==> src/rtl/gpt_pkg.sv <==
package gpt_pkg;
  localparam int DATA_W = 32;
  localparam int ADDR_W = 4;

  typedef enum logic [1:0] {
    DIR_UP     = 2'd0,
    DIR_DOWN   = 2'd1,
    DIR_CENTER = 2'd2
  } dir_e;

  localparam logic [ADDR_W-1:0] A_CTRL   = 4'd0;
  localparam logic [ADDR_W-1:0] A_PRESC  = 4'd1;
  localparam logic [ADDR_W-1:0] A_RELOAD = 4'd2;
  localparam logic [ADDR_W-1:0] A_COUNT  = 4'd3;
  localparam logic [ADDR_W-1:0] A_EVENT  = 4'd4;
  localparam logic [ADDR_W-1:0] A_CHCTL  = 4'd5;
  localparam logic [ADDR_W-1:0] A_CHEN   = 4'd6;
  localparam logic [ADDR_W-1:0] A_STATUS = 4'd7;
  localparam logic [ADDR_W-1:0] A_CAP0   = 4'd8;
endpackage

==> src/rtl/gpt_prescaler.sv <==
module gpt_prescaler #(
  parameter int W = 16
) (
  input  logic         clk,
  input  logic         rst_n,
  input  logic         run,
  input  logic         clear,
  input  logic [W-1:0] div,
  output logic         tick
);
  logic [W-1:0] pcnt;

  assign tick = run && !clear && (pcnt == div);

  always_ff @(posedge clk or negedge rst_n) begin
    if (!rst_n)     pcnt <= '0;
    else if (clear) pcnt <= '0;
    else if (run)   pcnt <= tick ? '0 : pcnt + 1'b1;
  end

  AST_PSC_CLEARED: assert property (@(posedge clk) disable iff (!rst_n)
    clear |=> (pcnt == '0));
endmodule

==> src/rtl/gpt_counter.sv <==
module gpt_counter
  import gpt_pkg::*;
#(
  parameter int W = 16
) (
  input  logic         clk,
  input  logic         rst_n,
  input  logic         tick,
  input  logic         upd,
  input  logic [1:0]   dir,
  input  logic [W-1:0] reload,
  output logic [W-1:0] cnt
);
  logic going_down;
  dir_e d;
  assign d = dir_e'(dir);

  always_ff @(posedge clk or negedge rst_n) begin
    if (!rst_n) begin
      cnt        <= '0;
      going_down <= 1'b0;
    end else if (upd) begin
      cnt        <= (d == DIR_DOWN) ? reload : '0;
      going_down <= 1'b0;
    end else if (tick) begin
      case (d)
        DIR_DOWN: cnt <= (cnt == '0) ? reload : cnt - 1'b1;
        DIR_CENTER: begin
          if (!going_down) begin
            if (cnt >= reload) begin
              going_down <= 1'b1;
              cnt        <= (cnt == '0) ? '0 : cnt - 1'b1;
            end else begin
              cnt <= cnt + 1'b1;
            end
          end else if (cnt == '0) begin
            going_down <= 1'b0;
            cnt        <= (reload == '0) ? '0 : W'(1);
          end else begin
            cnt <= cnt - 1'b1;
          end
        end
        default: cnt <= (cnt >= reload) ? '0 : cnt + 1'b1;
      endcase
    end
  end

  AST_UPD_CLEARS: assert property (@(posedge clk) disable iff (!rst_n)
    (upd && dir != 2'd1) |=> (cnt == '0));
  AST_UPD_RELOADS: assert property (@(posedge clk) disable iff (!rst_n)
    (upd && dir == 2'd1) |=> (cnt == $past(reload)));
  AST_HOLD_NO_TICK: assert property (@(posedge clk) disable iff (!rst_n)
    (!upd && !tick) |=> $stable(cnt));
endmodule

==> src/rtl/gpt_channel.sv <==
module gpt_channel #(
  parameter int W = 16
) (
  input  logic         clk,
  input  logic         rst_n,
  input  logic         en,
  input  logic         ctl_we,
  input  logic [7:0]   ctl_wbyte,
  output logic [7:0]   ctl,
  input  logic         cap_req,
  input  logic [W-1:0] cnt,
  input  logic         stat_we,
  input  logic         keep_flag,
  input  logic         keep_over,
  output logic [W-1:0] capv,
  output logic         flag,
  output logic         over
);
  logic cap;
  assign cap = cap_req && (ctl[1:0] != 2'b00);

  always_ff @(posedge clk or negedge rst_n) begin
    if (!rst_n) begin
      ctl <= '0;
    end else if (ctl_we) begin
      ctl[7:2] <= ctl_wbyte[7:2];
      if (!en) ctl[1:0] <= ctl_wbyte[1:0];
    end
  end

  always_ff @(posedge clk or negedge rst_n) begin
    if (!rst_n) begin
      capv <= '0;
      flag <= 1'b0;
      over <= 1'b0;
    end else begin
      if (cap) capv <= cnt;
      if (cap)          flag <= 1'b1;
      else if (stat_we) flag <= flag & keep_flag;
      if (cap && flag)  over <= 1'b1;
      else if (stat_we) over <= over & keep_over;
    end
  end

  AST_CAP_LOADS: assert property (@(posedge clk) disable iff (!rst_n)
    cap |=> (capv == $past(cnt) && flag));
  AST_OVERCAPTURE: assert property (@(posedge clk) disable iff (!rst_n)
    (cap && flag) |=> over);
  AST_MODE_LOCK: assert property (@(posedge clk) disable iff (!rst_n)
    en |=> $stable(ctl[1:0]));
endmodule

==> src/rtl/gptimer_core.sv <==
module gptimer_core
  import gpt_pkg::*;
#(
  parameter int CNT_W  = 16,
  parameter int NUM_CH = 2
) (
  input  logic              clk,
  input  logic              rst_n,
  input  logic              bus_we,
  input  logic [ADDR_W-1:0] bus_addr,
  input  logic [DATA_W-1:0] bus_wdata,
  output logic [DATA_W-1:0] bus_rdata
);
  localparam int EV_W  = NUM_CH + 1;
  localparam int CTL_W = 8 * NUM_CH;

  logic             run;
  logic [1:0]       dir;
  logic [CNT_W-1:0] presc, reload, cnt;
  logic [NUM_CH-1:0] chen;
  logic [EV_W-1:0]  ev;
  logic             tick, ev_wr;
  logic [CTL_W-1:0] ctl_all;
  logic [NUM_CH-1:0] flags, overs;
  logic [CNT_W-1:0] capv [NUM_CH];

  assign ev_wr = bus_we && (bus_addr == A_EVENT);

  always_ff @(posedge clk or negedge rst_n) begin
    if (!rst_n) begin
      run    <= 1'b0;
      dir    <= 2'd0;
      presc  <= '0;
      reload <= '0;
      chen   <= '0;
      ev     <= '0;
    end else begin
      ev <= ev_wr ? bus_wdata[EV_W-1:0] : '0;
      if (bus_we) begin
        case (bus_addr)
          A_CTRL:   begin run <= bus_wdata[0]; dir <= bus_wdata[2:1]; end
          A_PRESC:  presc  <= bus_wdata[CNT_W-1:0];
          A_RELOAD: reload <= bus_wdata[CNT_W-1:0];
          A_CHEN:   chen   <= bus_wdata[NUM_CH-1:0];
          default:  ;
        endcase
      end
    end
  end

  gpt_prescaler #(.W(CNT_W)) u_psc (
    .clk(clk), .rst_n(rst_n), .run(run), .clear(ev[0]), .div(presc), .tick(tick)
  );

  gpt_counter #(.W(CNT_W)) u_cnt (
    .clk(clk), .rst_n(rst_n), .tick(tick), .upd(ev[0]), .dir(dir),
    .reload(reload), .cnt(cnt)
  );

  for (genvar i = 0; i < NUM_CH; i++) begin : g_ch
    gpt_channel #(.W(CNT_W)) u_ch (
      .clk(clk), .rst_n(rst_n), .en(chen[i]),
      .ctl_we(bus_we && bus_addr == A_CHCTL),
      .ctl_wbyte(bus_wdata[8*i +: 8]),
      .ctl(ctl_all[8*i +: 8]),
      .cap_req(ev[i+1]), .cnt(cnt),
      .stat_we(bus_we && bus_addr == A_STATUS),
      .keep_flag(bus_wdata[i]), .keep_over(bus_wdata[NUM_CH+i]),
      .capv(capv[i]), .flag(flags[i]), .over(overs[i])
    );
  end

  always_comb begin
    bus_rdata = '0;
    case (bus_addr)
      A_CTRL:   bus_rdata = DATA_W'({dir, run});
      A_PRESC:  bus_rdata = DATA_W'(presc);
      A_RELOAD: bus_rdata = DATA_W'(reload);
      A_COUNT:  bus_rdata = DATA_W'(cnt);
      A_EVENT:  bus_rdata = DATA_W'(ev);
      A_CHCTL:  bus_rdata = DATA_W'(ctl_all);
      A_CHEN:   bus_rdata = DATA_W'(chen);
      A_STATUS: bus_rdata = DATA_W'({overs, flags});
      default: begin
        for (int i = 0; i < NUM_CH; i++)
          if (bus_addr == A_CAP0 + ADDR_W'(i)) bus_rdata = DATA_W'(capv[i]);
      end
    endcase
  end

  AST_EVENT_SELF_CLEAR: assert property (@(posedge clk) disable iff (!rst_n)
    (ev != '0 && !ev_wr) |=> (ev == '0));
endmodule

==> config.mk <==
export PLATFORM = sky130hd
export DESIGN_NAME = gptimer_core
export DESIGN_NICKNAME = d
export VERILOG_FILES = /design/src/rtl/gpt_pkg.sv /design/src/rtl/gpt_prescaler.sv /design/src/rtl/gpt_counter.sv /design/src/rtl/gpt_channel.sv /design/src/rtl/gptimer_core.sv
export SDC_FILE = /design/constraint.sdc
export NUM_CORES = 1
export LEC_CHECK = 0
export BUFFER_PORTS_ARGS = -buffer_cell sky130_fd_sc_hd__buf_2
export CAP_MARGIN = 40
export CELL_PAD_IN_SITES_DETAIL_PLACEMENT = 1
export CELL_PAD_IN_SITES_GLOBAL_PLACEMENT = 2
export CORE_MARGIN = 4
export CORE_UTILIZATION = 44
export CTS_BUF_LIST = sky130_fd_sc_hd__clkbuf_4
export CTS_CLUSTER_SIZE = 14
export DETAILED_ROUTE_END_ITERATION = 10
export PLACE_DENSITY = 0.87
export SLEW_MARGIN = 20
export SYNTH_ARGS = -nofsm -noshare
export SYNTH_HDL_FRONTEND = slang
export SYNTH_HIERARCHICAL = 1
export SYNTH_SLANG_ARGS = --single-unit
export TNS_END_PERCENT = 5
==> constraint.sdc <==
create_clock -name clk -period 4.2 [get_ports clk]
set_input_delay 0.84 -clock clk [delete_from_list [all_inputs] [get_ports clk]]
set_output_delay 0.84 -clock clk [all_outputs]
set_load 0.02 [all_outputs]
==> flow_metrics.tcl, run 1 <==
set metrics [dict create \
    outcome "finished, final reports clean" \
    grt_pass1_wl_mm 41.5 \
    insertion_delay_ns 0.54 \
    ys_seq_elements 125 \
    period_share_pct 80.0 \
    clkSinkCount 125 \
    post_cts_buffers 0 \
    p_per_area_mw_per_mm2 505 \
    synth_seq_area_share_pct 35.8 \
    syn_area_per_cell_um2 10.3 \
    setup_tns_ns 0 \
    cts_htree_levels 4 \
    setup_viol 0 \
    cts_tree "yes" \
    cp-start-kind "flip-flop" \
    synth_edf_count 0 \
    nets 936 \
    synth_top_area_cell "dfrtp_1" \
    finalHoldViolCount 0 \
    gp_congestion 0.832 \
    ys_async_sr_fraction_pct 100 \
    ys.flop_type "dfrtp_1" \
    fillers 2205 \
    ant_nets 0 \
    cts_resized 0 \
    vias_per_cell 5.97 \
    use_met3_pct 4.62 \
    layout_common_cells "dfrtp_1 (125), nand2_1 (57), mux2_2 (54), mux2i_1 (49), nor2_1 (39)" \
    drive_gt1_share_pct 24.8 \
    required_ns 4.65 \
    hpwlAfterDp_mm 18.9 \
    port_buffers 38 \
    die_y_um 149 \
    core_mm2 0.0195 \
    clockBufferDepth 2 \
    final_common_cell "dfrtp_1" \
    cts.clk_slew.worst_paths_ns 0.12 \
    die_w_um 149 \
    final_max_slew_viol_count 0 \
    grt_pass1_vias 7118 \
    maxSlewHeadroom_pct 42.5 \
    yosys.area_share.simple_pct 17.0 \
    skew_ns 0.0248 \
    die_area_mm2 0.0222 \
    end_kind "flip-flop" \
    grt_max_degree 60 \
    drtIter0Drc 393 \
    yosysTopAreaCellShare_pct 35.8 \
    r2r_cells 9 \
    netlist_area_mm2 0.00875 \
    regArea_mm2 0.00313 \
    min_path_type "input pin to asynchronous set/reset pin" \
    antenna_found_initial 1 \
    floorplan.rows 51 \
    wl_mm 26.0 \
    fin_crit_ns 3.36 \
    fmax_mhz 298 \
    crit_type "flip-flop to flip-flop" \
    synthTopCellsByArea "dfrtp_1 (36%), mux2_2 (6.9%), mux2_4 (6.5%), mux2i_1 (5.6%), ha_1 (3.1%)" \
    cts_buffers 17 \
    grtUsageTotal_pct 24.1 \
    ctsHoldBuffers 0 \
    tightest_slew_ns 0.860 \
    synth-xor-area-share_pct 3.10 \
    synth_top_family_by_area "multiplexers" \
    root_buffer "clkbuf_4" \
    muxShareOfSynthArea_pct 19.3 \
    arrival_ns 3.82 \
    top_usage_layer "met2" \
    area_growth_pct 5.61 \
    detail_route.wl_per_cell_um 22.6 \
    first_pass_iters 5 \
    rsz0062_at_grt "false" \
    multi_input_area_mm2 0.00501 \
    synth_fa_ha_area_share_pct 3.15 \
    yosysWarnings 6 \
    grt_overflow 0 \
    use_met1_pct 34.6 \
    power.total_mw 4.67 \
    use_met2_pct 38.3 \
    synth_cell_types 91 \
    peakVddDrop_mv 0.211 \
    drc 0 \
    path_max_fanout 14 \
    synth_compound_area_share_pct 13.9 \
    maxCapViolCount 0 \
    netlist_instances 848 \
    initial_core_util_pct 44.8 \
    p_leak_nw 4.20 \
    dr_total_vias 6876 \
    ioPinCount 71 \
]
-- layer usage --
layer  vias up  wire length [µm]
li1       3155                 -
met3        20              1120
met4         0               310
met2       148             12100
met5         -                 0
met1      3553             12500
-- final timing paths --
check                                    start                   to  slack (ns)
min reg2reg                g_ch[1].u_ch/ctl[4]  g_ch[1].u_ch/ctl[4]        0.52
min in group clk           g_ch[1].u_ch/ctl[4]  g_ch[1].u_ch/ctl[4]        0.52
min                                      rst_n    g_ch[0].u_ch/over        0.19
max in group asynchronous                rst_n            presc[11]        3.37
max reg2reg                       u_cnt/cnt[0]        u_cnt/cnt[15]        0.84
max                               u_cnt/cnt[0]        u_cnt/cnt[15]        0.84
-- critical path, stage by stage, from the launching register on --
cell and delay [ns]:
dfrtp_1 0.63, inv_1 0.17, ha_1 0.30, nand2b_1 0.14, a2111oi_0 0.42, or4b_4 0.25
nand3_1 0.52, o2111ai_1 0.40, nand4_1 0.16, a221oi_1 0.29
-- through the flow --
step                      util [%]  hold slack [ns]  setup slack [ns]  instances  instance area (µm²)
after CTS                     47.1            0.163             0.820       1149                 9210
after floorplan                  -            0.456              1.39        863                 8810
after global routing          47.3            0.169             0.596       1152                 9240
final                         47.3            0.189             0.839       1152                 9240
after global placement        45.8            0.484             0.847       1117                 8940
after detailed placement      46.0            0.497             0.845       1119                 8980
-- sequential cells by signal (all words and copies together), names as in the netlist, 3 cells and up --
| name | flops |
|---|---|
| g_ch.u_ch/capv | 32 |
| g_ch.u_ch/ctl | 16 |
| presc | 16 |
| reload | 16 |
| u_cnt/cnt | 16 |
| u_psc/pcnt | 16 |
| ev | 3 |
-- kinds of logic (layout without fill, tap and decap cells) --
group	count (synthesis)	count (layout)
adders and majority gates	22	22
AOI/OAI and AO/OA	167	167
xor gates and xnor gates	31	31
DFF	125	125
muxes	142	142
and+or+nand+nor	258	258
buffers and inverters	102	125
other	1	17
-- Yosys cell counts, drive strengths merged, types with 12 or more instances --
master and number:
xor2 23, nand2b 14, mux2 92, dfrtp 125, buf 50, a21oi 28
nand3 31, nand2 58, o22a 12, a221oi 13, nor3 32, and3 13
nor2 41, nor4 17, o22ai 17, nand4 12, mux2i 49, inv 31
o21ai 34, clkbuf 21, ha 22
-- power breakdown --
part	internal (mW)	switching (mW)	total, mW
Clock	0.296	0.462	0.758
Combinational	0.855	1.11	1.97
Sequential	1.48	0.466	1.95
Total	2.63	2.04	4.67
-- area by class of cell --
class / instances / area share, %
Multi-Input combinational cell: 636 / 54.2
Sequential cell: 125 / 33.9
Timing Repair Buffer: 64 / 4.64
Tap cell: 265 / 3.59
Clock buffer: 20 / 1.62
Inverter: 31 / 1.26
Clock inverter: 10 / 0.826
Antenna cell: 1 / 0.0271
No activity file was read; power rests on OpenSTA's default activity.
==> inputs of run 2 (changes only) <==
--- a/config.mk
+++ b/config.mk
@@ -10,11 +10,11 @@
 export CELL_PAD_IN_SITES_DETAIL_PLACEMENT = 1
 export CELL_PAD_IN_SITES_GLOBAL_PLACEMENT = 2
 export CORE_MARGIN = 4
-export CORE_UTILIZATION = 44
+export CORE_UTILIZATION = 41
 export CTS_BUF_LIST = sky130_fd_sc_hd__clkbuf_4
 export CTS_CLUSTER_SIZE = 14
 export DETAILED_ROUTE_END_ITERATION = 10
-export PLACE_DENSITY = 0.87
+export PLACE_DENSITY = 0.82
 export SLEW_MARGIN = 20
 export SYNTH_ARGS = -nofsm -noshare
 export SYNTH_HDL_FRONTEND = slang
==> constraint.sdc (replaced) <==
create_clock -name clk -period 3.2 [get_ports clk]
set_input_delay 0.64 -clock clk [delete_from_list [all_inputs] [get_ports clk]]
set_output_delay 0.64 -clock clk [all_outputs]
set_load 0.02 [all_outputs]
==> run 2 against run 1 <==
Net effect:
- via count up 4.2%
- combinational power up 60%
- core utilization down 1.1 points
- routed wire length up 6.2%
- design area up 5.2%
- count of clock-buffer cells in the layout down 2
- global-route usage down 0.59 points
- sequential share of layout area down 1.7 points
- critical path type unchanged
==> flow_metrics.tcl, run 2 (synthesis gave the netlist of run 1 again) <==
set metrics [dict create \
    root_buffer "clkbuf_4" \
    internal-power_mw 4.02 \
    use_met1_pct 32.1 \
    drc 0 \
    post_cts_buffers 0 \
    cts.clk_slew.worst_paths_ns 0.14 \
    min_path_type "input pin to asynchronous set/reset pin" \
    grtUsageTotal_pct 23.5 \
    largest_reg_flops 32 \
    rsz0062_at_grt "false" \
    grt_pass1_wl_mm 43.7 \
    clockBufferDepth 2 \
    cts_htree_levels 4 \
    fmax_mhz 347 \
    dr_total_vias 7162 \
    die_area_mm2 0.0237 \
    first_pass_iters 5 \
    p_comb_share_pct 45.9 \
    grt_overflow 0 \
    port_buffers 38 \
    cts_buffers 17 \
    area_growth_pct 11.1 \
    floorplan.rows 53 \
    period_share_pct 90.0 \
    critPathTopFamily "simple AND/OR/NAND/NOR gates" \
    vias_per_cell 5.94 \
    die_y_um 154 \
    detail_route.wl_per_cell_um 22.9 \
    final_common_cell "dfrtp_1" \
    drive_gt1_share_pct 28.7 \
    ctsHoldBuffers 0 \
    cp_slowest_cell "a2111oi_0" \
    end_kind "flip-flop" \
    crit_buf_inv 1 \
    cp_slowest_stage_delay_ns 0.57 \
    ioPinCount 71 \
    maxCapViolCount 0 \
    peakVddDrop_mv 0.278 \
    path_max_fanout 5 \
    top_register "g_ch.u_ch/capv" \
    cts_resized 0 \
    maxSlewHeadroom_pct 51.1 \
    power.total_mw 6.87 \
    grt_pass1_vias 7479 \
    use_met3_pct 4.87 \
    p_leak_nw 4.47 \
    setup_tns_ns 0 \
    setup_viol 0 \
    p_per_area_mw_per_mm2 707 \
    antenna_found_initial 1 \
    core_mm2 0.0210 \
    power_frac_seq_pct 34.1 \
    final_max_slew_viol_count 0 \
    required_ns 3.62 \
    gp_congestion 0.890 \
    tightest_slew_ns 0.732 \
    cp-start-kind "flip-flop" \
    insertion_delay_ns 0.56 \
    top_usage_layer "met2" \
    sw_frac_of_total_pct 41.4 \
    drtIter0Drc 495 \
    grt_max_degree 72 \
    use_met2_pct 38.1 \
    finalHoldViolCount 0 \
    layout_common_cells "dfrtp_1 (125), buf_4 (64), nand2_1 (57), mux2_2 (54), mux2i_1 (49)" \
    cts_tree "yes" \
    fin_crit_ns 2.88 \
    skew_ns 0.0234 \
    outcome "finished, final reports clean" \
    p_clk_share_pct 20.0 \
    clkSinkCount 125 \
    path_cells "inv_1 > ha_1 > nand4_2 > nor3_2 > or4b_4 > nand4_4 > mux2i_1 > a2111oi_0 > nor3_1" \
    crit_type "flip-flop to flip-flop" \
    die_w_um 154 \
    power_switching_mw 2.85 \
    ant_nets 0 \
    initial_core_util_pct 41.6 \
    arrival_ns 3.30 \
    wl_mm 27.7 \
    utilization_pct 46.2 \
    nets 978 \
    hpwlAfterDp_mm 20.2 \
]
-- run 2: final cells by class --
cell class | count | area [µm²]
antenna | 1 | 2.50
sequential | 125 | 3130
clock inverter | 14 | 215
timing repair buffer | 106 | 772
fill | 2368 | 11300
clock buffer | 18 | 135
inverter | 31 | 116
tap | 275 | 344
multi-input combinational | 636 | 5010
-- run 2: power groups by stage --
stage | clock network, mW | logic [mW] | registers (mW)
after floorplan | 0 | 2.01 | 2.30
after global placement | 0 | 3.01 | 2.35
after detailed placement | 0 | 3.09 | 2.37
after CTS | 1.41 | 3.11 | 2.34
after global routing | 1.47 | 3.42 | 2.40
final | 1.37 | 3.16 | 2.34
-- run 2: final timing paths --
path / cells past startpoint / slack (ns) / endpoint / from
max: 9 / 0.32 / u_cnt/cnt[4] / reload[13]
min: 1 / 0.07 / g_ch[1].u_ch/capv[2] / rst_n
max reg2reg: 9 / 0.32 / u_cnt/cnt[4] / reload[13]
min reg2reg: 1 / 0.51 / g_ch[0].u_ch/over / g_ch[0].u_ch/over
max in group asynchronous: 2 / 2.32 / u_cnt/cnt[8] / rst_n
min in group clk: 2 / 0.36 / presc[14] / bus_wdata[14]
-- run 2: routing by layer --
layer  part of all wire (%)  wire, µm
met1                     46     12600
met2                     48     13200
met3                    4.8      1340
met4                    1.8       498
met5                      0         0
-- run 2: per-stage QoR --
stage	hold WS, ns	worst slack (ns)	instances	instance area (µm²)
after floorplan	0.344	0.576	863	8810
after global placement	0.480	0.396	1170	9300
after detailed placement	0.479	0.402	1171	9310
after CTS	0.0715	0.350	1203	9660
after global routing	0.0801	0.114	1206	9720
final	0.0718	0.320	1206	9720
==> inputs of run 3 (changes only) <==
--- a/config.mk
+++ b/config.mk
@@ -10,11 +10,11 @@
 export CELL_PAD_IN_SITES_DETAIL_PLACEMENT = 1
 export CELL_PAD_IN_SITES_GLOBAL_PLACEMENT = 2
 export CORE_MARGIN = 4
-export CORE_UTILIZATION = 41
+export CORE_UTILIZATION = 44
 export CTS_BUF_LIST = sky130_fd_sc_hd__clkbuf_4
 export CTS_CLUSTER_SIZE = 14
 export DETAILED_ROUTE_END_ITERATION = 10
-export PLACE_DENSITY = 0.82
+export PLACE_DENSITY = 0.87
 export SLEW_MARGIN = 20
 export SYNTH_ARGS = -nofsm -noshare
 export SYNTH_HDL_FRONTEND = slang
==> constraint.sdc (replaced) <==
create_clock -name clk -period 3.6 [get_ports clk]
set_input_delay 0.18 -clock clk [delete_from_list [all_inputs] [get_ports clk]]
set_output_delay 0.18 -clock clk [all_outputs]
set_load 0.02 [all_outputs]
==> run 3 against run 2 <==
Net effect:
- design area fell by 0.68%
- count of clock-buffer cells in the layout rose by 1
- combinational power fell by 19%
- non-clock buffer count fell by 9
- clock skew fell by 0.00067 ns
- die area fell by 6.5%
- largest cell class unchanged
- largest power group unchanged
==> flow_metrics.tcl, run 3 (synthesis gave the netlist of run 1 again) <==
set metrics [dict create \
    regArea_mm2 0.00313 \
    cp-start-kind "flip-flop" \
    core_mm2 0.0195 \
    p_leak_nw 4.40 \
    path_max_fanout 6 \
    period_share_pct 84.7 \
    crit_path_frequent_cell "nor3_1" \
    crit_type "flip-flop to flip-flop" \
    p_comb_share_pct 43.3 \
    setup_ws_ns 0.550 \
    cts_resized 0 \
    cp_slowest_stage_delay_ns 0.54 \
    p_per_area_mw_per_mm2 610 \
    rsz0062_at_grt "false" \
    dr_total_vias 7052 \
    hpwlAfterDp_mm 19.2 \
    setup_viol 0 \
    wl_mm 26.8 \
    cts_tree "yes" \
    fin_crit_ns 3.05 \
    ioPinCount 71 \
    die_w_um 149 \
    postPlaceCellArea_mm2 0.00906 \
    grt_max_degree 84 \
    top_register "g_ch.u_ch/capv" \
    finalHoldViolCount 0 \
    finalInstanceArea_mm2 0.00965 \
    peakVddDrop_mv 0.264 \
    drc 0 \
    port_buffers 38 \
    setup_tns_ns 0 \
    vias_per_cell 5.94 \
    outcome "finished, final reports clean" \
    initial_core_util_pct 44.8 \
    largest_reg_flops 32 \
    antenna_found_initial 1 \
    floorplan.rows 51 \
    power_frac_seq_pct 36.8 \
    cp_slowest_cell "dfrtp_1" \
    cts_htree_levels 4 \
    maxSlewHeadroom_pct 44.2 \
    utilization_pct 49.4 \
    detail_route.wl_per_cell_um 22.6 \
    tightest_slew_ns 0.834 \
    power.total_mw 5.89 \
    clockBufferDepth 2 \
    insertion_delay_ns 0.57 \
    grtUsageTotal_pct 24.6 \
    ant_nets 0 \
    nets 969 \
    clkSinkCount 125 \
    dp.cells 1133 \
    hold_slack_ns 0.174 \
    grt_pass1_vias 7284 \
    min_path_type "input pin to flip-flop" \
    sw_frac_of_total_pct 42.3 \
    required_ns 4.06 \
    power_switching_mw 2.49 \
    cts_buffers 17 \
    gp_congestion 0.885 \
    die_area_mm2 0.0222 \
    stdcell_count 1187 \
    skew_ns 0.0227 \
    fmax_mhz 328 \
    final_common_cell "dfrtp_1" \
    root_buffer "clkbuf_4" \
    drive_gt1_share_pct 26.0 \
    end_kind "flip-flop" \
    ff2ff_setup_slack_ns 0.55 \
    cts.clk_slew.worst_paths_ns 0.14 \
    drtIter0Drc 624 \
    multi_input_area_mm2 0.00501 \
    grt_pass1_wl_mm 42.4 \
    internal-power_mw 3.40 \
    area_growth_pct 10.3 \
    p_clk_share_pct 19.9 \
    first_pass_iters 5 \
    path_cells "inv_1 > ha_1 > a21oi_1 > nor3_1 > nor3_1 > nand3_1 > nor2_2 > buf_4 > a221oi_1 > a221oi_2" \
    place_ws_ns 0.644 \
    layout_common_cells "dfrtp_1 (125), nand2_1 (57), mux2_2 (54), mux2i_1 (49), nor2_1 (39)" \
    maxCapViolCount 0 \
    final_max_slew_viol_count 0 \
    fillers 2230 \
    grt_overflow 0 \
    arrival_ns 3.51 \
    die_y_um 149 \
]
-- run 3: worst paths after layout --
kind / from / to / depth (start not counted)
min reg2reg: g_ch[0].u_ch/capv[14] / g_ch[0].u_ch/capv[14] / 1
max in group asynchronous: rst_n / g_ch[1].u_ch/capv[5] / 5
max: reload[9] / u_cnt/cnt[12] / 10
min in group asynchronous: rst_n / g_ch[1].u_ch/capv[2] / 3
max reg2reg: reload[9] / u_cnt/cnt[12] / 10
min: bus_we / g_ch[0].u_ch/over / 5
-- run 3: timing repair --
action,in CTS,in global routing
hold buffers,17,1
hold endpoints to repair,141,4
setup buffers,0,0
-- run 3: power groups by stage --
stage	logic, mW	registers, mW	clock network (mW)
global route	2.77	2.22	1.27
CTS	2.50	2.17	1.20
detailed placement	2.47	2.19	0
global placement	2.41	2.17	0
finish	2.55	2.17	1.17
floorplan	1.79	2.04	0
-- run 3: worst max-delay path: cells and delay by family, from the launching register on --
kind / cells / cell delay (ns)
and+or+nand+nor: 4 / 1.26
DFF: 1 / 0.54
AOI/OAI and AO/OA: 3 / 0.51
adders and majority gates: 1 / 0.32
buffers and inverters: 2 / 0.31
-- run 3: area by class of cell --
type | count | area share, %
multi-input combinational | 636 | 51.9
antenna | 1 | 0.0259
tap | 265 | 3.43
clock buffer | 19 | 1.48
timing repair buffer | 97 | 7.63
inverter | 31 | 1.21
clock inverter | 13 | 1.96
sequential | 125 | 32.4
-- run 3: metal layers --
metal  up-vias  wire length [µm]  track usage, %
met5         -                 0               0
met4         0               378            5.35
met3        30              1050            3.68
met2       173             12500            38.8
met1      3625             12800            36.1
li1       3224                 -               -
